**src/rtl/lpl_pkg.sv**
```systemverilog
package lpl_pkg;
   typedef enum logic [1:0] {
      LPL_IDLE = 2'd0,
      LPL_FILL = 2'd1,
      LPL_LOCK = 2'd2
   } lpl_state_e;
endpackage

```
**src/rtl/lpl_fifo.sv**
```systemverilog
module lpl_fifo #(
   parameter int DW    = 64,
   parameter int DEPTH = 4,
   localparam int CW   = $clog2(DEPTH + 1)
) (
   input  logic          clk,
   input  logic          rst_n,
   input  logic          push_i,
   input  logic [DW-1:0] din_i,
   input  logic          pop_i,
   output logic [DW-1:0] dout_o,
   output logic          empty_o,
   output logic [CW-1:0] count_o
);
   if (DEPTH == 1) begin : g_single
      logic [DW-1:0] slot_q;
      logic          full_q;
      always_ff @(posedge clk or negedge rst_n) begin
         if (!rst_n) full_q <= 1'b0;
         else if (push_i && (!full_q || pop_i)) full_q <= 1'b1;
         else if (pop_i) full_q <= 1'b0;
      end
      always_ff @(posedge clk) begin
         if (push_i && (!full_q || pop_i)) slot_q <= din_i;
      end
      assign dout_o  = slot_q;
      assign empty_o = !full_q;
      assign count_o = CW'(full_q);
   end else begin : g_ring
      localparam int PW = $clog2(DEPTH);
      logic [DW-1:0] mem_q [DEPTH];
      logic [PW-1:0] wp_q, rp_q;
      logic [CW-1:0] cnt_q;
      logic          do_push, do_pop;
      assign do_pop  = pop_i && (cnt_q != '0);
      assign do_push = push_i && ((cnt_q != CW'(DEPTH)) || do_pop);
      always_ff @(posedge clk or negedge rst_n) begin
         if (!rst_n) begin
            wp_q  <= '0;
            rp_q  <= '0;
            cnt_q <= '0;
         end else begin
            if (do_push) wp_q <= wp_q + PW'(1);
            if (do_pop)  rp_q <= rp_q + PW'(1);
            case ({do_push, do_pop})
               2'b10:   cnt_q <= cnt_q + CW'(1);
               2'b01:   cnt_q <= cnt_q - CW'(1);
               default: cnt_q <= cnt_q;
            endcase
         end
      end
      always_ff @(posedge clk) begin
         if (do_push) mem_q[wp_q] <= din_i;
      end
      assign dout_o  = mem_q[rp_q];
      assign empty_o = (cnt_q == '0);
      assign count_o = cnt_q;
   end
endmodule

```
**src/rtl/lpl_issuer.sv**
```systemverilog
module lpl_issuer #(
   parameter int AW    = 16,
   parameter int DEPTH = 4,
   localparam int CW   = $clog2(DEPTH + 1)
) (
   input  logic          clk,
   input  logic          rst_n,
   input  logic          load_i,
   input  logic [AW-1:0] first_i,
   input  logic [AW-1:0] last_i,
   input  logic          mem_busy_i,
   input  logic [CW-1:0] buf_cnt_i,
   input  logic          ack_i,
   output logic          req_valid_o,
   output logic [AW-1:0] req_addr_o,
   output logic          outst_o
);
   logic [AW-1:0] next_q;
   logic [AW:0]   left_q;
   logic          outst_q;
   logic [CW:0]   occ;
   logic          room;

   assign occ  = {1'b0, buf_cnt_i} + {{CW{1'b0}}, outst_q};
   assign room = (occ < (CW+1)'(DEPTH));
   assign req_valid_o = (left_q != '0) && !outst_q && !mem_busy_i && room;
   assign req_addr_o  = next_q;
   assign outst_o     = outst_q;

   always_ff @(posedge clk or negedge rst_n) begin
      if (!rst_n) begin
         next_q  <= '0;
         left_q  <= '0;
         outst_q <= 1'b0;
      end else if (load_i) begin
         next_q  <= first_i;
         left_q  <= {1'b0, last_i} - {1'b0, first_i} + (AW+1)'(1);
         outst_q <= 1'b0;
      end else begin
         if (req_valid_o) begin
            next_q  <= next_q + AW'(1);
            left_q  <= left_q - (AW+1)'(1);
            outst_q <= 1'b1;
         end else if (ack_i) begin
            outst_q <= 1'b0;
         end
      end
   end
endmodule

```
**src/rtl/lpl_drainer.sv**
```systemverilog
module lpl_drainer #(
   parameter int AW = 16
) (
   input  logic          clk,
   input  logic          rst_n,
   input  logic          load_i,
   input  logic [AW-1:0] first_i,
   input  logic [AW-1:0] last_i,
   input  logic          en_i,
   input  logic          empty_i,
   output logic          wr_valid_o,
   output logic [AW-1:0] wr_addr_o,
   output logic          last_o
);
   logic [AW-1:0] addr_q;
   logic [AW:0]   left_q;

   assign wr_valid_o = en_i && !empty_i && (left_q != '0);
   assign wr_addr_o  = addr_q;
   assign last_o     = wr_valid_o && (left_q == (AW+1)'(1));

   always_ff @(posedge clk or negedge rst_n) begin
      if (!rst_n) begin
         addr_q <= '0;
         left_q <= '0;
      end else if (load_i) begin
         addr_q <= first_i;
         left_q <= {1'b0, last_i} - {1'b0, first_i} + (AW+1)'(1);
      end else if (wr_valid_o) begin
         addr_q <= addr_q + AW'(1);
         left_q <= left_q - (AW+1)'(1);
      end
   end
endmodule

```
**src/rtl/loop_prefetch_lock.sv**
```systemverilog
module loop_prefetch_lock
   import lpl_pkg::*;
#(
   parameter int AW        = 16,
   parameter int BLK_BYTES = 8,
   parameter int BUF_BYTES = 32,
   localparam int DW       = BLK_BYTES * 8,
   localparam int DEPTH    = BUF_BYTES / BLK_BYTES,
   localparam int CW       = $clog2(DEPTH + 1)
) (
   input  logic          clk,
   input  logic          rst_n,
   input  logic          start_i,
   input  logic [AW-1:0] first_blk_i,
   input  logic [AW-1:0] last_blk_i,
   input  logic          mem_busy_i,
   output logic          req_valid_o,
   output logic [AW-1:0] req_addr_o,
   input  logic          rsp_valid_i,
   input  logic [DW-1:0] rsp_data_i,
   input  logic          assembled_i,
   input  logic          done_i,
   output logic          cwr_valid_o,
   output logic [AW-1:0] cwr_addr_o,
   output logic [DW-1:0] cwr_data_o,
   output logic          lock_en_o
);
   if (AW < 2) begin : g_bad_aw
      $error("loop_prefetch_lock: AW must be at least 2");
   end
   if (BLK_BYTES < 1 || BUF_BYTES < BLK_BYTES || (BUF_BYTES % BLK_BYTES) != 0) begin : g_bad_buf
      $error("loop_prefetch_lock: BUF_BYTES must be a whole multiple of BLK_BYTES");
   end
   if ((DEPTH & (DEPTH - 1)) != 0) begin : g_bad_depth
      $error("loop_prefetch_lock: buffer depth must be a power of two");
   end

   lpl_state_e    state_q;
   logic          asm_q;
   logic          load;
   logic          outst;
   logic          push;
   logic          empty;
   logic          last_wr;
   logic [CW-1:0] buf_cnt;

   assign load      = start_i && (state_q == LPL_IDLE);
   assign push      = rsp_valid_i && outst;
   assign lock_en_o = (state_q == LPL_LOCK);

   always_ff @(posedge clk or negedge rst_n) begin
      if (!rst_n) begin
         state_q <= LPL_IDLE;
         asm_q   <= 1'b0;
      end else begin
         case (state_q)
            LPL_IDLE: begin
               asm_q <= 1'b0;
               if (start_i) state_q <= LPL_FILL;
            end
            LPL_FILL: begin
               if (assembled_i) asm_q <= 1'b1;
               if (last_wr)     state_q <= LPL_LOCK;
            end
            LPL_LOCK: begin
               if (done_i) state_q <= LPL_IDLE;
            end
            default: state_q <= LPL_IDLE;
         endcase
      end
   end

   lpl_issuer #(.AW(AW), .DEPTH(DEPTH)) u_issuer (
      .clk        (clk),
      .rst_n      (rst_n),
      .load_i     (load),
      .first_i    (first_blk_i),
      .last_i     (last_blk_i),
      .mem_busy_i (mem_busy_i),
      .buf_cnt_i  (buf_cnt),
      .ack_i      (rsp_valid_i),
      .req_valid_o(req_valid_o),
      .req_addr_o (req_addr_o),
      .outst_o    (outst)
   );

   lpl_fifo #(.DW(DW), .DEPTH(DEPTH)) u_buf (
      .clk    (clk),
      .rst_n  (rst_n),
      .push_i (push),
      .din_i  (rsp_data_i),
      .pop_i  (cwr_valid_o),
      .dout_o (cwr_data_o),
      .empty_o(empty),
      .count_o(buf_cnt)
   );

   lpl_drainer #(.AW(AW)) u_drain (
      .clk       (clk),
      .rst_n     (rst_n),
      .load_i    (load),
      .first_i   (first_blk_i),
      .last_i    (last_blk_i),
      .en_i      (asm_q && (state_q == LPL_FILL)),
      .empty_i   (empty),
      .wr_valid_o(cwr_valid_o),
      .wr_addr_o (cwr_addr_o),
      .last_o    (last_wr)
   );
endmodule

```
**config.mk**
```make
export PLATFORM = sky130hd
export DESIGN_NAME = loop_prefetch_lock
export DESIGN_NICKNAME = d
export VERILOG_FILES = /design/src/rtl/lpl_pkg.sv /design/src/rtl/lpl_fifo.sv /design/src/rtl/lpl_issuer.sv /design/src/rtl/lpl_drainer.sv /design/src/rtl/loop_prefetch_lock.sv
export SDC_FILE = /design/constraint.sdc
export NUM_CORES = 1
export LEC_CHECK = 0
export ABC_CLOCK_PERIOD_IN_PS = 9800
export BUFFER_PORTS_ARGS = -buffer_cell sky130_fd_sc_hd__buf_2
export CORE_MARGIN = 2
export CORE_UTILIZATION = 40
export CTS_CLUSTER_DIAMETER = 200
export DETAILED_ROUTE_END_ITERATION = 12
export PLACE_DENSITY_LB_ADDON = 0.1
export SYNTH_ARGS = -nofsm -noshare
export SYNTH_HDL_FRONTEND = slang
export SYNTH_SLANG_ARGS = --single-unit
```
**constraint.sdc**
```tcl
create_clock -name clk -period 9.8 [get_ports clk]
set_input_delay 2.45 -clock clk [delete_from_list [all_inputs] [get_ports clk]]
set_output_delay 2.45 -clock clk [all_outputs]
set_load 0.01 [all_outputs]
```
==> results.json, run 1 <==
{
  "status": "finished clean",
  "timing.final.crit_share": 0.622,
  "drt-initial-drc-count": 457,
  "cts_sinks": 333,
  "syn2layout_area_growth_pct": 18.1,
  "pwr-share-clk": 0.278,
  "synth_cell_type_count": 56,
  "dp_hpwl_um": 20600,
  "r2r_setup_slack_ns": 6.45,
  "ir_drop_mv": 0.131,
  "root_buffer": "clkbuf_16",
  "clock_insertion_delay_worst_skew_ns": 0.51,
  "grt_usage": 0.171,
  "power.switching_mw": 1.39,
  "critical_path_depth": 5,
  "critPathLaunchType": "input port",
  "antenna_found_initial": 0,
  "vias": 8557,
  "cts_tree": "yes",
  "critical_path_class": "in2out",
  "synth_edf_count": 256,
  "ios": 202,
  "drive_above_1_share": 0.293,
  "critical_path.most_common_cell": "buf_2",
  "finalSetupViolations": 0,
  "vias_per_cell": 5.29,
  "seqPwrFrac": 0.436,
  "cpLargestDelayFamily": "simple AND/OR/NAND/NOR gates",
  "worst-path-buf-inv": 3,
  "worst_pin_slew_ns": 1.04,
  "total_power_mw": 4.44,
  "end_kind": "output pin",
  "hold_depth": 2,
  "crit-reg2reg-launch": "u_buf.count_o[2]$_DFFE_PN0P_",
  "drv_cap": 0,
  "ys_warn_count": 0,
  "rsz0062_at_grt": "no",
  "swShare": 0.313,
  "relSlewSlack": 0.308,
  "cts-resized-gates": 0,
  "wl_per_cell_um": 19.8,
  "ant_nets": 0,
  "grt_pass1_vias": 8825,
  "synth-main-ff-cell": "edfxtp_1",
  "layout.nets": 1281,
  "hold_viol": 0,
  "cts_made_buffers": 36,
  "crit_chain": "buf_2 > nor3_1 > o21ai_2 > inv_4 > buf_2",
  "postLayoutCoreUtil": 0.478,
  "dieArea_mm2": 0.0374,
  "cp_slowest_stage_delay_ns": 0.47,
  "finalCriticalPeriod_ns": 6.09,
  "required_ns": 7.35,
  "ys_seq_elements": 333,
  "synthesis.area_mm2": 0.0143,
  "final_common_cell": "edfxtp_1",
  "initial_core_util": 0.405,
  "grt_pass1_wl_um": 50200,
  "wl_um": 32000,
  "core_area_mm2": 0.0354,
  "syn_inst": 921,
  "drtPass1Iterations": 4,
  "io_buffers": 201,
  "finalSetupTns_ns": 0,
  "postCtsHoldBufs": 0,
  "arrival_ns": 3.64,
  "crit_slowest_cell": "nor3_1",
  "avgSynthCellArea_um2": 15.6,
  "grt_overflow_total": 0,
  "maxSlewViolCount": 0,
  "path_clk_slew_ns": 0.06,
  "r2r_end": "u_buf.g_ring.mem_q[3][12]$_DFFE_PP_",
  "power.density_mw_per_mm2": 262,
  "dieHeight_um": 193,
  "hold_class": "reg2reg",
  "synth-seq-area-share": 0.671,
  "htree_levels": 2,
  "comb_power_share": 0.286,
  "grt_max_degree": 65,
  "min-delay-start": "asm_q$_DFFE_PN0P_",
  "fmax_mhz": 164,
  "cts_buffer_depth": 3,
  "gp_congestion": 0.797,
  "die_w_um": 193,
  "n_antenna_cell": 0,
  "final_cell_mix": "edfxtp_1 (256), buf_2 (200), dfrtp_1 (75)",
  "reg2reg_depth": 6,
  "async_flop_share": 0.231,
  "whs_ns": 0.500,
  "post_cts_buffers": 0,
  "intPower_mw": 3.05,
  "path_max_fanout": 10,
  "finClkSkew_ns": 0.0170,
  "num_rows": 69,
  "p_leak_nw": 6.30,
  "drc": 0,
  "synth.net_count": 1068,
  "holdPathEnd": "asm_q$_DFFE_PN0P_"
}
## how the worst max path moves through the flow
stage	from	to	slack (ns)
finish	mem_busy_i	req_valid_o	3.71
global route	mem_busy_i	req_valid_o	3.55
global placement	mem_busy_i	req_valid_o	3.78
detailed placement	mem_busy_i	req_valid_o	3.71
floorplan	mem_busy_i	req_valid_o	4.14
CTS	mem_busy_i	req_valid_o	3.71
## power by group through the flow
stage | logic [mW] | clock network, mW | registers [mW]
finish | 1.27 | 1.23 | 1.94
global route | 1.40 | 1.33 | 1.97
CTS | 1.31 | 1.27 | 1.94
detailed placement | 1.30 | 0 | 1.97
global placement | 1.30 | 0 | 1.97
floorplan | 0.870 | 0 | 1.91
## cell usage after synthesis (2+ instances only)
library cell    n  area share
xor2_1         24       0.015
a21oi_1        48       0.017
a21o_1          8      0.0042
nor3b_1         4      0.0021
xnor2_1        34       0.021
and2_0          2     0.00087
buf_1          11      0.0029
or3_1           4      0.0017
o211ai_1        8      0.0042
o31ai_1         3      0.0016
nor2_1         51       0.013
a41oi_1         2      0.0012
and2_1          7      0.0031
or2_2           2     0.00087
o311ai_0        7      0.0043
mux2i_1         7      0.0049
nand4_1        11      0.0048
fa_1            2      0.0028
nor3_1         18      0.0063
dfrtp_1        77        0.13
and3_1         10      0.0044
nand2_1        51       0.013
clkbuf_1       22      0.0058
ha_1           42       0.037
and4_1          3      0.0018
nand2b_1        4      0.0017
nand3b_1        3      0.0016
nor4_1          6      0.0026
o21ai_0        40       0.014
edfxtp_1      256        0.54
a31oi_1        10      0.0044
a211oi_1        3      0.0016
mux4_2         64        0.10
nand3_1        21      0.0073
inv_1          33      0.0086
nand4b_1        2      0.0012
or4_2           2      0.0012
## worst reg2reg max path: cells and delay by family (launching register included)
kind                   cells  cell delay [ns]
AO/OA/AOI/OAI              2             0.78
buffers and inverters      1             0.26
flip-flops                 1             0.46
AND/OR/NAND/NOR            3             1.44
## per-layer routing
metal  wire, um  track usage
met3       1650       0.0329
met1      14200        0.231
met2      15400        0.282
met4        747       0.0492
met5          0            0
## sequential cells by signal, summed over array words and instances (netlist names)
register,count
asm_q,1
u_issuer.outst_o,1
u_issuer.left_q,17
u_buf.count_o,3
u_buf.g_ring.wp_q,2
u_buf.g_ring.mem_q,256
state_q,2
u_drain.wr_addr_o,16
u_issuer.req_addr_o,16
u_drain.left_q,17
u_buf.g_ring.rp_q,2
## layout make-up
type	instances	area [um2]
timing repair buffer	209	1070
fill	3139	18500
inverter	34	130
sequential	333	9620
multi-input combinational	520	4480
clock buffer	44	931
clock inverter	18	124
tap	461	577
## per-stage QoR
stage	setup WS (ns)	std cells	instance area, um2
finish	3.71	1619	16900
global route	3.55	1619	16900
CTS	3.71	1619	16900
detailed placement	3.71	1557	15900
global placement	3.78	1557	15900
floorplan	4.14	921	14300
## kinds of logic after synthesis
kind of cell    synth area share
flops                      0.671
simple gates              0.0725
compound gates            0.0583
mux                        0.105
buf+inv                   0.0181
xor+xnor                  0.0354
fa+ha+maj                 0.0395
Note: power is estimated with default switching activity, not from simulation.
==> inputs of run 2 (changes only) <==
- ABC_AREA: default -> 1
- ABC_CLOCK_PERIOD_IN_PS: 9800 -> 5000
- clock period: 9.8 -> 5 ns (I/O delays scaled with it)
==> results.json, run 2 <==
{
  "wl_per_cell_um": 17.9,
  "clock_insertion_delay_worst_skew_ns": 0.54,
  "power.switching_mw": 3.81,
  "yosys.area_share.xor_xnor": 0.0194,
  "reg2reg_depth": 9,
  "syn_inst": 1479,
  "grt_pass1_vias": 10900,
  "num_rows": 71,
  "grt_pass1_wl_um": 61000,
  "comb_power_share": 0.360,
  "synth-seq-area-share": 0.627,
  "dieArea_mm2": 0.0399,
  "synth-main-ff-cell": "edfxtp_1",
  "synth.net_count": 1626,
  "finalSetupTns_ns": 0,
  "root_buffer": "clkbuf_16",
  "finalCriticalPeriod_ns": 3.79,
  "required_ns": 3.75,
  "cts_sinks": 333,
  "swShare": 0.381,
  "place_area_mm2": 0.0169,
  "synth_mux_area_frac": 0,
  "syn2layout_area_growth_pct": 17.7,
  "htree_levels": 2,
  "vias_per_cell": 5.06,
  "layout.nets": 1825,
  "drc": 0,
  "synth_top_family_by_area": "simple AND/OR/NAND/NOR gates",
  "grt_max_degree": 83,
  "gp_congestion": 0.879,
  "avgSynthCellArea_um2": 10.4,
  "grt_overflow_total": 0,
  "drtPass1Iterations": 5,
  "synthesis.area_mm2": 0.0153,
  "wl_um": 39900,
  "dieHeight_um": 200,
  "cts_tree": "yes",
  "worst_pin_slew_ns": 1.02,
  "layout_top_registers": "u_buf.g_ring.mem_q (256), u_drain.left_q (17), u_issuer.left_q (17)",
  "status": "finished clean",
  "arrival_ns": 2.54,
  "end_kind": "output pin",
  "critPathLaunchType": "register",
  "synth-compound-area-share": 0.109,
  "finalInstanceArea_mm2": 0.0180,
  "die_w_um": 200,
  "antenna_found_initial": 9,
  "intPower_mw": 6.19,
  "final_cell_mix": "edfxtp_1 (256), nand2_1 (255), nor2_1 (226)",
  "synth-simple-area-share": 0.161,
  "ant_nets": 0,
  "yosysTopAreaCell": "edfxtp_1",
  "largest_register": "u_buf.g_ring.mem_q",
  "ios": 202,
  "maxSlewViolCount": 0,
  "relSlewSlack": 0.321,
  "synth.top_cell.area_share": 0.501,
  "core_area_mm2": 0.0377,
  "initial_core_util": 0.407,
  "postCtsHoldBufs": 0,
  "timing.final.crit_share": 0.758,
  "ir_drop_mv": 0.394,
  "synth_most_common_cell": "edfxtp_1",
  "io_buffers": 201,
  "post_cts_buffers": 0,
  "synth.area.top_cells": "edfxtp_1 (50%), dfrtp_1 (13%), nand2_1 (6.2%)",
  "synth_edf_count": 256,
  "vias": 11200,
  "r2r_setup_slack_ns": 2.08,
  "fmax_mhz": 264,
  "holdPathEnd": "u_buf.count_o[0]$_DFFE_PN0P_",
  "ys_warn_count": 0,
  "yosys.area_share.adder": 0.0369,
  "cts_made_buffers": 38,
  "hold_depth": 1,
  "synthTopCellsByCount": "edfxtp_1 (256), nand2_1 (255), nor2_1 (230)",
  "drv_cap": 0,
  "cts-resized-gates": 0,
  "drt-initial-drc-count": 582,
  "crit-reg2reg-launch": "state_q[0]$_DFFE_PN0P_",
  "p_leak_nw": 7.31,
  "power.density_mw_per_mm2": 554,
  "largest_reg_flops": 256,
  "async_flop_share": 0.231,
  "min-delay-start": "u_buf.count_o[0]$_DFFE_PN0P_",
  "rsz0062_at_grt": "no",
  "path_clk_slew_ns": 0.06,
  "finClkSkew_ns": 0.0162,
  "finalSetupViolations": 0,
  "path_max_fanout": 46,
  "hold_class": "reg2reg",
  "seqPwrFrac": 0.383,
  "cts_buffer_depth": 3,
  "final_common_cell": "edfxtp_1",
  "hold_viol": 0,
  "critical_path_class": "reg2out",
  "drive_above_1_share": 0.183,
  "pwr-share-clk": 0.257,
  "r2r_end": "u_buf.g_ring.mem_q[2][37]$_DFFE_PP_",
  "grt_usage": 0.200,
  "synth_cell_type_count": 45,
  "ys_seq_elements": 333,
  "dp_hpwl_um": 26100
}
[run 2: how the worst max path moves through the flow]
stage	start	slack [ns]	cells after the start	to
global route	u_buf.g_ring.rp_q[0]$_DFFE_PN0P_	1.01	5	cwr_data_o[61]
floorplan	rsp_valid_i	0.34	4	u_buf.g_ring.mem_q[0][0]$_DFFE_PP_
detailed placement	mem_busy_i	1.66	5	req_valid_o
CTS	u_buf.g_ring.rp_q[0]$_DFFE_PN0P_	1.12	5	cwr_data_o[61]
finish	u_buf.g_ring.rp_q[0]$_DFFE_PN0P_	1.21	5	cwr_data_o[61]
global placement	mem_busy_i	1.72	5	req_valid_o
[run 2: final cells by class]
class / count / area [um2]
clock inverter: 13 / 71.3
multi-input combinational: 964 / 5020
fill: 3593 / 19600
antenna: 4 / 10.0
inverter: 123 / 467
sequential: 333 / 9620
clock buffer: 56 / 1080
timing repair buffer: 218 / 1140
tap: 511 / 639
[run 2: per-layer routing]
metal  vias up  routed length, um  GRT usage
met5         -                 60          0
li1       5521                  -          -
met2       276              18400      0.324
met4        10                773     0.0560
met3        57               2940     0.0596
met1      5375              17600      0.263
[run 2: stage by stage]
step           std cells  setup WS [ns]  utilization  hold WS (ns)  power (mW)
6_report            2222           1.21        0.479         0.494        9.99
5_1_grt             2218           1.01        0.479         0.509        10.7
4_1_cts             2218           1.12        0.479         0.496        10.1
3_5_place_dp        2149           1.66        0.448         0.484        7.52
3_3_place_gp        2149           1.72        0.448         0.485        7.48
2_1_floorplan       1479          0.340            -         0.464        6.14
[run 2: critical path, stage by stage, from the launching register on]
cell and delay [ns]:
dfrtp_4 0.49, clkinv_2 0.35, buf_4 0.50, o21ai_0 0.14, o22ai_1 0.30, buf_2 0.20
[run 2: kinds of logic (layout without fill, tap and decap cells)]
group           Yosys count  after routing
other cells               0              4
compound gates          290            290
buf+inv                 182            410
simple gates            596            596
fa+ha+maj                44             44
xor+xnor                 34             34
flops                   333            333
[run 2: power groups by stage]
| stage | Sequential, mW | Combinational, mW | Clock, mW |
|---|---|---|---|
| after detailed placement | 3.87 | 3.65 | 0 |
| after global routing | 3.89 | 4.07 | 2.75 |
| final | 3.83 | 3.59 | 2.57 |
| after global placement | 3.87 | 3.61 | 0 |
| after CTS | 3.82 | 3.66 | 2.64 |
| after floorplan | 3.85 | 2.29 | 0 |
==> inputs of run 3 (changes only) <==
- ABC_CLOCK_PERIOD_IN_PS: 5000 -> 3320
- clock period: 5 -> 3.32 ns (I/O delays scaled with it)
==> results.json, run 3 (synthesized netlist as in run 2, its figures left out) <==
{
  "cts-resized-gates": 0,
  "final_cell_mix": "edfxtp_1 (256), nand2_1 (255), nor2_1 (226)",
  "grt_pass1_vias": 10800,
  "cts_sinks": 333,
  "root_buffer": "clkbuf_16",
  "power.density_mw_per_mm2": 853,
  "drive_above_1_share": 0.183,
  "core_area_mm2": 0.0377,
  "finalCriticalPeriod_ns": 3.08,
  "vias_per_cell": 5.07,
  "timing.final.crit_share": 0.927,
  "worst_pin_slew_ns": 0.613,
  "rsz0062_at_grt": "no",
  "finalSetupViolations": 0,
  "n_fill_cell": 3532,
  "grt_max_degree": 130,
  "worst-path-buf-inv": 2,
  "relSlewSlack": 0.591,
  "finClkSkew_ns": 0.0136,
  "layout.nets": 1824,
  "largest_reg_flops": 256,
  "clock_insertion_delay_worst_skew_ns": 0.55,
  "hold_class": "in2async",
  "postLayoutSetupSlackWorst_ns": 0.241,
  "grt_overflow_total": 0,
  "gp_congestion": 0.860,
  "crit_slowest_cell": "dfrtp_2",
  "wl_per_cell_um": 18.2,
  "critPathLaunchType": "register",
  "ant_nets": 0,
  "initial_core_util": 0.407,
  "end_kind": "output pin",
  "required_ns": 2.49,
  "ir_drop_mv": 0.555,
  "cp_slowest_stage_delay_ns": 0.66,
  "cts_buffer_depth": 3,
  "num_rows": 71,
  "hold_viol": 0,
  "htree_levels": 2,
  "vias": 11300,
  "wl_um": 40400,
  "finalInstanceArea_mm2": 0.0183,
  "dp_slack_ns": 0.448,
  "dieHeight_um": 200,
  "grt_pass1_wl_um": 61400,
  "arrival_ns": 2.25,
  "place_area_mm2": 0.0170,
  "path_clk_slew_ns": 0.06,
  "grt_usage": 0.203,
  "critical_path_class": "reg2out",
  "maxSlewViolCount": 0,
  "crit_chain": "buf_4 > o21ai_0 > o22ai_1 > buf_2",
  "drtPass1Iterations": 5,
  "ios": 202,
  "drc": 0,
  "fmax_mhz": 325,
  "final_common_cell": "edfxtp_1",
  "status": "finished clean",
  "post_cts_buffers": 0,
  "syn2layout_area_growth_pct": 19.1,
  "p_leak_nw": 7.38,
  "antenna_found_initial": 10,
  "cpLargestDelayFamily": "flip-flops",
  "die_w_um": 200,
  "cts_made_buffers": 39,
  "dieArea_mm2": 0.0399,
  "drv_cap": 0,
  "layout_top_registers": "u_buf.g_ring.mem_q (256), u_drain.left_q (17), u_issuer.left_q (17)",
  "dp_hpwl_um": 25800,
  "largest_register": "u_buf.g_ring.mem_q",
  "path_max_fanout": 27,
  "cts_tree": "yes",
  "io_buffers": 201,
  "drt-initial-drc-count": 711,
  "postCtsHoldBufs": 0
}
-- run 3: cell count changes in the layout (fill, tap and decap cells not counted) --
cell and change:
clkbuf_8 -1, clkbuf_16 +1, diode_2 -1, clkinv_1 +4, clkinv_8 +1, bufinv_16 +4, buf_4 -9, clkinvlp_4 +3
clkbuf_1 -4, buf_12 +7, clkinv_2 -5
-- run 3: final cells by class --
type / count / area [um2] / area share
antenna: 3 / 7.51 / 0.000411
sequential: 333 / 9620 / 0.527
clock inverter: 20 / 220 / 0.0121
timing repair buffer: 216 / 1210 / 0.0662
tap: 511 / 639 / 0.0350
clock buffer: 52 / 1080 / 0.0589
inverter: 123 / 467 / 0.0256
multi-input combinational: 964 / 5020 / 0.275
-- run 3: through the flow --
step                      hold WS (ns)  setup TNS (ns)  power, mW  cells  utilization
after global placement           0.489               0       11.4   2147        0.450
after floorplan                  0.464         -239.25       9.25   1479            -
after detailed placement         0.486               0       11.4   2147        0.450
after global routing             0.280               0       16.6   2220        0.485
final                            0.254               0       15.6   2222        0.485
after CTS                        0.253               0       15.8   2219        0.485
-- run 3: worst reg2reg max path: stages, from the launching register on --
cell and delay [ns]:
dfrtp_1 0.35, inv_1 0.11, ha_1 0.22, nand3_1 0.08, nor2_1 0.05, nand2_2 0.10
nand2_8 0.14, inv_4 0.28, o21ai_4 0.17, nor2_4 0.11, buf_4 0.52
-- run 3: layer usage --
metal | vias to the layer above | GRT usage | wire length [um] | part of all wire
li1 | 5515 | - | - | -
met1 | 5370 | 0.268 | 17900 | 0.44
met2 | 292 | 0.324 | 18400 | 0.46
met3 | 80 | 0.0570 | 2890 | 0.072
met4 | 14 | 0.0636 | 1040 | 0.026
met5 | - | 0 | 95 | 0.0024
-- run 3: where the power goes --
group          switching [mW]  total [mW]  internal [mW]
clock                    1.70        4.30           2.60
combinational            3.56        5.46           1.90
sequential              0.599        5.81           5.21
-- run 3: final timing paths --
path	from	endpoint	slack, ns	depth (start not counted)
min	rst_n	u_issuer.left_q[4]$_DFFE_PN0P_	0.25	1
max in group asynchronous	rst_n	u_drain.wr_addr_o[15]$_DFFE_PN0P_	2.42	2
max reg2reg	u_drain.left_q[0]$_DFFE_PN0P_	u_buf.g_ring.mem_q[2][30]$_DFFE_PP_	0.82	10
min reg2reg	u_buf.count_o[0]$_DFFE_PN0P_	u_buf.count_o[0]$_DFFE_PN0P_	0.50	1
max	u_buf.g_ring.rp_q[1]$_DFFE_PN0P_	cwr_data_o[6]	0.24	4
min in group clk	done_i	state_q[1]$_DFFE_PN0P_	0.45	2
